`src/rtl/dma_chain_pkg.sv`:
```
package dma_chain_pkg;
  localparam int WORD_W = 16;
  localparam int HA_W   = 3;
  localparam int PTR_W  = 6;

  localparam logic [HA_W-1:0] HA_CTL   = 3'd0;
  localparam logic [HA_W-1:0] HA_COUNT = 3'd1;
  localparam logic [2:0]      CODE_UNUSED = 3'b011;

  typedef struct packed {
    logic             run;
    logic [2:0]       code;
    logic [1:0]       src_dir;
    logic [1:0]       dst_dir;
    logic             eot_every;
    logic             link;
    logic [PTR_W-1:0] link_ptr;
  } ctl_word_t;

  typedef enum logic [1:0] {SQ_IDLE, SQ_RUN, SQ_REQ, SQ_WAIT} sq_state_t;
endpackage

```
`src/rtl/dma_chain_regs.sv`:
```
module dma_chain_regs
  import dma_chain_pkg::*;
#(
  parameter int LOAD_WORDS = 6,
  parameter int IDX_W      = 3
) (
  input  logic              clk,
  input  logic              rst_n,
  input  logic              busy,
  input  logic              host_wr,
  input  logic [HA_W-1:0]   host_addr,
  input  logic [WORD_W-1:0] host_wdata,
  input  logic              load_en,
  input  logic [IDX_W-1:0]  load_idx,
  input  logic [WORD_W-1:0] load_data,
  input  logic [WORD_W-1:0] count,
  output ctl_word_t         ctl,
  output logic [WORD_W-1:0] host_rdata
);
  localparam int NUM_ADDR = LOAD_WORDS - 2;

  ctl_word_t ctl_q;
  ctl_word_t wr_word;
  ctl_word_t ld_word;
  logic [WORD_W-1:0] addr_q [NUM_ADDR];

  assign wr_word = ctl_word_t'(host_wdata);
  assign ld_word = ctl_word_t'(load_data);
  assign ctl     = ctl_q;

  // Control word: full write while idle, chain-bit masking while busy.
  always_ff @(posedge clk or negedge rst_n) begin
    if (!rst_n) begin
      ctl_q <= '0;
    end else if (host_wr && host_addr == HA_CTL) begin
      if (!busy) begin
        ctl_q     <= wr_word;
        ctl_q.run <= 1'b0;
      end else begin
        ctl_q.link <= ctl_q.link & wr_word.link;
      end
    end else if (load_en && load_idx == '0) begin
      ctl_q     <= ld_word;
      ctl_q.run <= 1'b0;
    end
  end

  // Address/extension words; host write wins over a chain load.
  always_ff @(posedge clk or negedge rst_n) begin
    if (!rst_n) begin
      for (int i = 0; i < NUM_ADDR; i++) addr_q[i] <= '0;
    end else begin
      for (int i = 0; i < NUM_ADDR; i++) begin
        if (host_wr && host_addr == HA_W'(i + 2))
          addr_q[i] <= host_wdata;
        else if (load_en && load_idx == IDX_W'(i + 2))
          addr_q[i] <= load_data;
      end
    end
  end

  always_comb begin
    host_rdata = '0;
    if (host_addr == HA_CTL)
      host_rdata = {busy, ctl_q[WORD_W-2:0]};
    else if (host_addr == HA_COUNT)
      host_rdata = count;
    for (int i = 0; i < NUM_ADDR; i++)
      if (host_addr == HA_W'(i + 2)) host_rdata = addr_q[i];
  end
endmodule

```
`src/rtl/dma_chain_seq.sv`:
```
module dma_chain_seq
  import dma_chain_pkg::*;
#(
  parameter int NUM_INSTR  = 60,
  parameter int SLOT_SHIFT = 3,
  parameter int LOAD_WORDS = 6
) (
  input  logic                        clk,
  input  logic                        rst_n,
  input  logic                        host_wr,
  input  logic [HA_W-1:0]             host_addr,
  input  logic [WORD_W-1:0]           host_wdata,
  input  logic                        word_done,
  input  logic                        err,
  input  ctl_word_t                   ctl,
  input  logic                        fetch_req_ready,
  input  logic                        fetch_rsp_valid,
  input  logic [WORD_W-1:0]           fetch_rsp_data,
  output logic                        busy,
  output logic                        eot,
  output logic                        fetch_req_valid,
  output logic [PTR_W+SLOT_SHIFT-1:0] fetch_req_addr,
  output logic                        load_en,
  output logic [SLOT_SHIFT-1:0]       load_idx,
  output logic [WORD_W-1:0]           count
);
  sq_state_t st_q, st_d;
  logic [WORD_W-1:0]     cnt_q;
  logic [PTR_W-1:0]      ptr_q;
  logic [SLOT_SHIFT-1:0] idx_q;
  logic                  eot_q;
  ctl_word_t             wr_word;

  logic ctl_hit, count_hit, start, stop, fault;
  logic run_strobe, block_end, chain_ok, load_fire, last_word;

  assign wr_word    = ctl_word_t'(host_wdata);
  assign ctl_hit    = host_wr && host_addr == HA_CTL;
  assign count_hit  = host_wr && host_addr == HA_COUNT;
  assign start      = st_q == SQ_IDLE && ctl_hit && wr_word.run && wr_word.code != CODE_UNUSED;
  assign stop       = st_q != SQ_IDLE && ctl_hit && !wr_word.run;
  assign fault      = st_q != SQ_IDLE && err;
  assign run_strobe = st_q == SQ_RUN && word_done && !err && !ctl_hit && !count_hit;
  assign block_end  = run_strobe && cnt_q <= WORD_W'(1);
  assign chain_ok   = ctl.link && ctl.link_ptr < PTR_W'(NUM_INSTR);
  assign load_fire  = st_q == SQ_WAIT && fetch_rsp_valid && !fault && !stop;
  assign last_word  = idx_q == SLOT_SHIFT'(LOAD_WORDS - 1);

  always_comb begin
    st_d = st_q;
    if (fault || stop) begin
      st_d = SQ_IDLE;
    end else if (start) begin
      st_d = SQ_RUN;
    end else begin
      unique case (st_q)
        SQ_RUN:  if (block_end) st_d = chain_ok ? SQ_REQ : SQ_IDLE;
        SQ_REQ:  if (fetch_req_ready) st_d = SQ_WAIT;
        SQ_WAIT: if (load_fire) st_d = last_word ? SQ_RUN : SQ_REQ;
        default: st_d = st_q;
      endcase
    end
  end

  always_ff @(posedge clk or negedge rst_n) begin
    if (!rst_n) begin
      st_q  <= SQ_IDLE;
      eot_q <= 1'b0;
      ptr_q <= '0;
      idx_q <= '0;
      cnt_q <= '0;
    end else begin
      st_q  <= st_d;
      eot_q <= block_end && (ctl.eot_every || !chain_ok);
      if (block_end && chain_ok) ptr_q <= ctl.link_ptr;
      if (block_end) idx_q <= '0;
      else if (load_fire) idx_q <= idx_q + 1'b1;
      if (count_hit) cnt_q <= host_wdata;
      else if (run_strobe) cnt_q <= block_end ? '0 : cnt_q - 1'b1;
      else if (load_fire && idx_q == SLOT_SHIFT'(1)) cnt_q <= fetch_rsp_data;
    end
  end

  assign busy            = st_q != SQ_IDLE;
  assign eot             = eot_q;
  assign fetch_req_valid = st_q == SQ_REQ;
  assign fetch_req_addr  = {ptr_q, idx_q};
  assign load_en         = load_fire;
  assign load_idx        = idx_q;
  assign count           = cnt_q;
endmodule

```
`src/rtl/dma_chain_ctrl.sv`:
```
module dma_chain_ctrl
  import dma_chain_pkg::*;
#(
  parameter int NUM_INSTR  = 60,
  parameter int SLOT_SHIFT = 3,
  parameter int LOAD_WORDS = 6
) (
  input  logic                        clk,
  input  logic                        rst_n,
  input  logic                        host_wr,
  input  logic [HA_W-1:0]             host_addr,
  input  logic [WORD_W-1:0]           host_wdata,
  output logic [WORD_W-1:0]           host_rdata,
  input  logic                        word_done,
  input  logic                        err,
  output logic                        eot,
  output logic                        fetch_req_valid,
  input  logic                        fetch_req_ready,
  output logic [PTR_W+SLOT_SHIFT-1:0] fetch_req_addr,
  input  logic                        fetch_rsp_valid,
  input  logic [WORD_W-1:0]           fetch_rsp_data
);
  ctl_word_t             ctl;
  logic                  busy;
  logic                  load_en;
  logic [SLOT_SHIFT-1:0] load_idx;
  logic [WORD_W-1:0]     count;

  dma_chain_seq #(
    .NUM_INSTR(NUM_INSTR), .SLOT_SHIFT(SLOT_SHIFT), .LOAD_WORDS(LOAD_WORDS)
  ) u_seq (
    .clk(clk), .rst_n(rst_n),
    .host_wr(host_wr), .host_addr(host_addr), .host_wdata(host_wdata),
    .word_done(word_done), .err(err), .ctl(ctl),
    .fetch_req_ready(fetch_req_ready), .fetch_rsp_valid(fetch_rsp_valid),
    .fetch_rsp_data(fetch_rsp_data),
    .busy(busy), .eot(eot), .fetch_req_valid(fetch_req_valid),
    .fetch_req_addr(fetch_req_addr), .load_en(load_en), .load_idx(load_idx),
    .count(count)
  );

  dma_chain_regs #(
    .LOAD_WORDS(LOAD_WORDS), .IDX_W(SLOT_SHIFT)
  ) u_regs (
    .clk(clk), .rst_n(rst_n), .busy(busy),
    .host_wr(host_wr), .host_addr(host_addr), .host_wdata(host_wdata),
    .load_en(load_en), .load_idx(load_idx), .load_data(fetch_rsp_data),
    .count(count), .ctl(ctl), .host_rdata(host_rdata)
  );
endmodule

```
`config.mk`:
```
export PLATFORM = sky130hd
export DESIGN_NAME = dma_chain_ctrl
export DESIGN_NICKNAME = d
export VERILOG_FILES = /design/src/rtl/dma_chain_pkg.sv /design/src/rtl/dma_chain_regs.sv /design/src/rtl/dma_chain_seq.sv /design/src/rtl/dma_chain_ctrl.sv
export SDC_FILE = /design/constraint.sdc
export NUM_CORES = 1
export LEC_CHECK = 0
export CAP_MARGIN = 20
export CORE_MARGIN = 1
export CORE_UTILIZATION = 50
export DETAILED_ROUTE_END_ITERATION = 16
export DONT_BUFFER_PORTS = 1
export PLACE_DENSITY = 0.79
export SLEW_MARGIN = 40
export SYNTH_ARGS = -nofsm -noshare
export SYNTH_HDL_FRONTEND = slang
export SYNTH_SLANG_ARGS = --single-unit
```
`constraint.sdc`:
```
create_clock -name clk -period 2 [get_ports clk]
set_input_delay 0.1 -clock clk [delete_from_list [all_inputs] [get_ports clk]]
set_output_delay 0.1 -clock clk [all_outputs]
set_load 0.03 [all_outputs]
```
# ---- Yosys cells after proc, flatten, opt, wreduce, memory -nomap -nowiden
# Index checks and enable logic that the tools add are counted.
dict set report classes {
  addsub 2
  n_mul 0
  n_div 0
  n_lt_le_gt_ge 2
  n_eq_ne 18
  n_shift 0
  muxes 33
  bitwise 1
  n_reduce_logical 52
}
# op count
set ops {}
lappend ops {{2-to-1 mux 16 bit} 18}
lappend ops {{2-to-1 mux 15 bit} 2}
lappend ops {{logical AND 1 bit} 29}
lappend ops {{less-or-equal comparator 16 x 1 -> 1 bit, second input constant} 1}
lappend ops {{subtractor 16 x 1 -> 16 bit, second input constant} 1}
lappend ops {{2-to-1 mux 2 bit} 7}
lappend ops {{nonzero test 2 bit} 7}
lappend ops {{equality test 3 x 2 -> 1 bit, second input constant} 4}
lappend ops {{equality test 3 bit, second input constant} 4}
lappend ops {{2-to-1 mux 8 bit} 1}
lappend ops {{!= test 4 x 2 -> 1 bit, second input constant} 2}
lappend ops {{zero test 1 bit} 7}
lappend ops {{equality test 3 x 1 -> 1 bit, second input constant} 2}
lappend ops {{zero test 3 bit} 2}
lappend ops {{< comparator 6 bit, second input constant} 1}
lappend ops {{2-to-1 mux 3 bit} 2}
lappend ops {{2-to-1 mux 6 bit} 1}
lappend ops {{one-hot mux 2 bit (3 select lines)} 1}
lappend ops {{nonzero test 5 bit} 1}
lappend ops {{equality test 2 bit, second input constant} 2}
lappend ops {{!= test 4 x 1 -> 1 bit, second input constant} 1}
lappend ops {{AND reduction 4 bit} 1}
lappend ops {{adder 3 x 1 -> 3 bit, second input constant} 1}
lappend ops {{!= test 3 x 2 -> 1 bit, second input constant} 1}
lappend ops {{8 further kinds} 9}
dict set report word_totals {
  regBits 107
  latchBits 0
  ram_bits 0
  mem_bits_ro 0
  input_bits 42
  elab_cells 123
  n_memories 0
}

# ---- Longest topological paths before layout
dict set report depth {
  ltp_word 10
  mapped_depth 8
  depth_no_buf 7
}

# ---- By module
# A second synthesis with hierarchy kept.
dict set report hier_totals {
  hier_cells 661
  hier_area_um2 6386.1
}
# mod instances cells_each area_each_um2
set by_module_without_submodules {}
lappend by_module_without_submodules {dma_chain_regs 1 440 4420.5}
lappend by_module_without_submodules {dma_chain_seq 1 221 1965.6}

# ---- Worst setup path before layout
# Ideal clock, no wire load.
dict set report synth_path {
  path_kind {register -> register}
  startpoint {register u_seq.cnt_q[4] (netlist: u_seq.count[4])}
  endpoint {register u_seq.ptr_q[0]}
  setup_time_ps 125
  arrival_time_ps 2046
  slack_ps -171
  path_stages_with_launch 8
  synth_period_minus_slack_ps 2171
  cell_sequence {dfrtp_1 -> buf_2 -> or4_1 -> clkbuf_1 -> nor4_1 -> and3b_2 -> o2111ai_4 -> mux2_2}
}
dict set report synth_via {
  elab_chain_cells 3
}
# item line_no
set synth_rtl {}
lappend synth_rtl {{start, declared} dma_chain_seq.sv:28} ;# logic [WORD_W-1:0] cnt_q;
lappend synth_rtl {{start signal, assigned} dma_chain_seq.sv:78} ;# if (count_hit) cnt_q <= host_wdata;
lappend synth_rtl {{start signal, assigned} dma_chain_seq.sv:79} ;# else if (run_strobe) cnt_q <= block_end ? '0 : cnt_q - 1'b1;
lappend synth_rtl {{start signal, assigned} dma_chain_seq.sv:80} ;# else if (load_fire && idx_q == SLOT_SHIFT'(1)) cnt_q <= fetch_rsp_data;
lappend synth_rtl {{less-or-equal comparator 16 x 1 -> 1 bit} dma_chain_seq.sv:44} ;# assign block_end = run_strobe && cnt_q <= WORD_W'(1);
lappend synth_rtl {{logical AND 1 bit} dma_chain_seq.sv:44}
lappend synth_rtl {{logical AND 1 bit} dma_chain_seq.sv:75} ;# if (block_end && chain_ok) ptr_q <= ctl.link_ptr;
lappend synth_rtl {{end signal, assigned} dma_chain_seq.sv:75}
lappend synth_rtl {{end, declared} dma_chain_seq.sv:29} ;# logic [PTR_W-1:0] ptr_q;
# No other way between the ends.
# A chain may end at the register's enable or synchronous reset.

# ---- Worst setup path after layout
dict set report layout_path {
  startpoint {register u_seq.cnt_q[7] (netlist: u_seq.count[7])}
  endpoint {register u_seq.ptr_q[3]}
}
# Same word-level chain as after synthesis.

==> impl_results.md <==
- Initial Util: 52.0%
- Core area: approximately 0.012 sq mm
- Series of cell instances along the critical path: or4_4 -> nor4_4 -> and3b_2 -> o2111ai_4 -> mux2_4
- Path type of the worst setup path: flip-flop to flip-flop
- Largest net degree at the start of global routing: roughly 110
- RSZ-0062 raised after global routing: true
- Upper clock frequency limit: around 460 MHz
- Grt total ovfl: 0
- Synth Area in Compound Gates: between 20% and 30%
- Path type of the worst min-delay path: input pin to async pin
- Number of hold violations in the final report: 107
- # clock sinks: between 100 and 150
- Final layout net count: 820
- Detailed placement HPWL: ~13 mm
- Drt first-iter violations: between 600 and 700
- Violations in the final reports: hold timing, setup timing
- Area growth from synthesis to layout: 25.7%
- ANT nets after route: 0
- Status: finished, violations left
- Commonest cells in the synthesized netlist: dfrtp_1, nor2_1, a21oi_1, mux2i_1, nand2_1
- Library cell used as clock root buffer: clkbuf_16
- Die outline height: approximately 110 um
- DP Area: 0.00701 sq mm
- Via/cell ratio: around 6.6
- Slowest cell delay on critical path: between 0.5 and 0.6 ns
- Wire length of the first global-routing pass: 32.3 mm
- Non-Filler Cell Area, Final: ~0.0080 sq mm
- Placement Rows: 40
- Async set or reset register ratio after synthesis: 100%
- Kind of end point of the critical path: flip-flop
- Overall via count from detail_route: between 6,000 and 7,000
- Final worst slack: -0.186 ns
- Drt drc: 0
- Master of the slowest instance on the critical path: or4_4
- Horiz. Die Dim: ~110 um
- Post-synth top area cell: dfrtp_1
- Post-synth top flop: dfrtp_1
- Fraction of final layout cells sized beyond drive strength 1: a little over a fifth
- Mean Syn Cell Area: just over 9 sq um
- Worst-case vdd ir drop: between 0.0005 and 0.0006 V
- Syn nets: 740
- Total Die Area: about 0.013 sq mm
- Synth Area in XOR/XNOR: 0%
- Clock tree from TritonCTS: done
- Adder-cell share of the synthesized area: 1.38%
- Post-synth top area share: 42.1%
- Required arrival time at the worst endpoint: between 2 and 2.5 ns
- Clock latency reported for the late side of the worst-skew pair: between 0.3 and 0.4 ns
- Share of the core filled with cells in the final layout: about two thirds
- Leakage Power: 0.00342 uW
- Final cell count without fillers: about 940
- Arrival time at the worst endpoint: 2.43 ns
- Detail-routed net length per standard cell: between 20 and 25 um
- Post-route fraction of the period consumed by the critical path: 109%
- Total of warnings raised by yosys: 0
- Count of filler cells inserted in the layout: 913
- Slew of the pin with the lowest slew margin: 0.657 ns
- Global router's overall resource usage: 32.7%
- Clock buffers created by TritonCTS: 9
- Power Density: roughly 1100 mW/mm^2
- Number of global-route vias before repair: between 5,000 and 6,000
- Detailed-routing iteration count for the pre-antenna-repair pass: 8
- Placer's final routability congestion estimate: about 0.95
- Synth top area cells: dfrtp_1, mux2i_1, a21oi_1
- Instance count of the mapped netlist: 691
- Synth unique cells: 60
- Sort of element at the start of the critical path: flip-flop
- Diode count: 0
- Clock period minus worst slack: ~2.2 ns
- Post-synth EDFFs: 0
- Multiplexer share of the synthesized area: between 10% and 20%
- # H-tree levels: 3
- Most common cell in the netlist: dfrtp_1
- Clk_skew: 0.00493 ns
- Final wirelength: about 22 mm
- Placed insts: slightly below 900
- Simple logic cell fraction of the synthesized area: 15.8%
- Initial antenna violation count: 0
- IO buf count: 0
- Dominant combinational cell family by area after synthesis: compound AO/OA/AOI/OAI gates
- Sequential area share after synthesis: approximately 42%
- Number of max-cap violations: 0
- Maximum count of clock buffers along a single path: 2
- Syn Std Cell Area: ~0.0064 sq mm
- FF+latch count, synth: between 100 and 150
- Ports placed on the boundary: just under 70
- Hold slack: -0.563 ns
- Setup-failing EPs final: 22
- Largest fanout on the critical path: 6
- Number of max-slew violations in the final report: 0
- Slew margin rel.: 55.8%
- Clock slew at reported path FFs: roughly 0.07 ns
state kept, by name, summed over array words and instances, names as in the netlist:
name / count
u_regs.addr_q: 64
u_seq.count: 16
u_regs.ctl: 15
u_seq.ptr_q: 6
u_seq.load_idx: 3
u_seq.st_q: 2
u_seq.eot: 1
power by group:
| group | switching (uW) | internal, uW | total [uW] |
|---|---|---|---|
| clock | 826 | 975 | 1800 |
| sequential | 715 | 2840 | 3550 |
| combinational | 1980 | 1710 | 3700 |
| total | 3520 | 5530 | 9050 |
kinds of logic after synthesis:
logic type	Yosys count
simple gates	205
flops	107
fa+ha+maj	7
buf+inv	70
compound gates	207
mux	95
final cells by class:
type	count	area, sq um	share of cell area, %
clock buffer	12	236	2.96
inverter	17	63.8	0.799
multi-input combinational	514	3660	45.9
timing repair buffer	122	1080	13.5
sequential	107	2680	33.5
clock inverter	4	51.3	0.642
tap	168	210	2.63
metal layers:
layer	part of all wire, %	global-route usage [%]	vias up
li1	-	-	2687
met1	37	41.9	3046
met2	48	51.8	426
met3	9.8	6.46	100
met4	5.3	18.8	0
met5	0	0	-
cell usage in the layout (no fill, tap or decap), drive strengths merged, types with 5 or more instances in the layout:
cell	instances
o22ai	20
nor2	92
o21ai	44
clkbuf	12
dfrtp	107
nand2	46
a21oi	80
mux2	14
buf	89
ha	7
o2bb2ai	5
nor3b	18
a31oi	7
mux2i	79
o221ai	15
dlygate4sd3	33
inv	17
nor4	6
a22o	8
nor3	8
path summary, 6_finish.rpt:
path / from / to / slack [ns] / depth (start not counted)
worst max-delay path: u_seq.count[7]$_DFFE_PN0P_ / u_seq.ptr_q[3]$_DFFE_PN0P_ / -0.19 / 5
worst min-delay path: rst_n / u_regs.addr_q[18]$_DFFE_PN0P_ / -0.56 / 0
worst max register to register: u_seq.count[7]$_DFFE_PN0P_ / u_seq.ptr_q[3]$_DFFE_PN0P_ / -0.19 / 5
worst min register to register: u_regs.ctl[9]$_DFFE_PN0P_ / u_regs.ctl[9]$_DFFE_PN0P_ / 0.49 / 2
max in group asynchronous: rst_n / u_seq.count[9]$_DFFE_PN0P_ / 2.36 / 0
min in group clk: fetch_rsp_data[5] / u_regs.addr_q[21]$_DFFE_PN0P_ / 0.01 / 2
timing repair:
item | in CTS | in global routing
pin swaps | 24 | 29
setup buffers | 8 | 7
cloned | 1 | 0
setup endpoints to repair | 24 | 35
gates resized for setup | 24 | 37
hold endpoints to repair | 193 | 108
hold buffers | 32 | 1
critical path: cells and delay by family, from the launching register on:
| kind | cells | cell delay [ns] |
|---|---|---|
| muxes | 1 | 0.36 |
| AOI/OAI and AO/OA | 1 | 0.18 |
| DFF | 1 | 0.38 |
| and+or+nand+nor | 3 | 1.15 |
metrics by stage:
| stage | setup slack [ns] | power (uW) | TNS, ns | hold WS, ns |
|---|---|---|---|---|
| 2_1_floorplan | -0.112 | 5460 | -1.33 | -0.196 |
| 3_3_place_gp | -0.146 | 6410 | -1.96 | -0.193 |
| 3_5_place_dp | -0.243 | 6560 | -3.16 | -0.194 |
| 4_1_cts | -0.143 | 8650 | -1.16 | -0.568 |
| 5_1_grt | -0.259 | 9420 | -4.28 | -0.573 |
| 6_report | -0.186 | 9050 | -2.57 | -0.563 |
(Power assumes the default switching activity.)
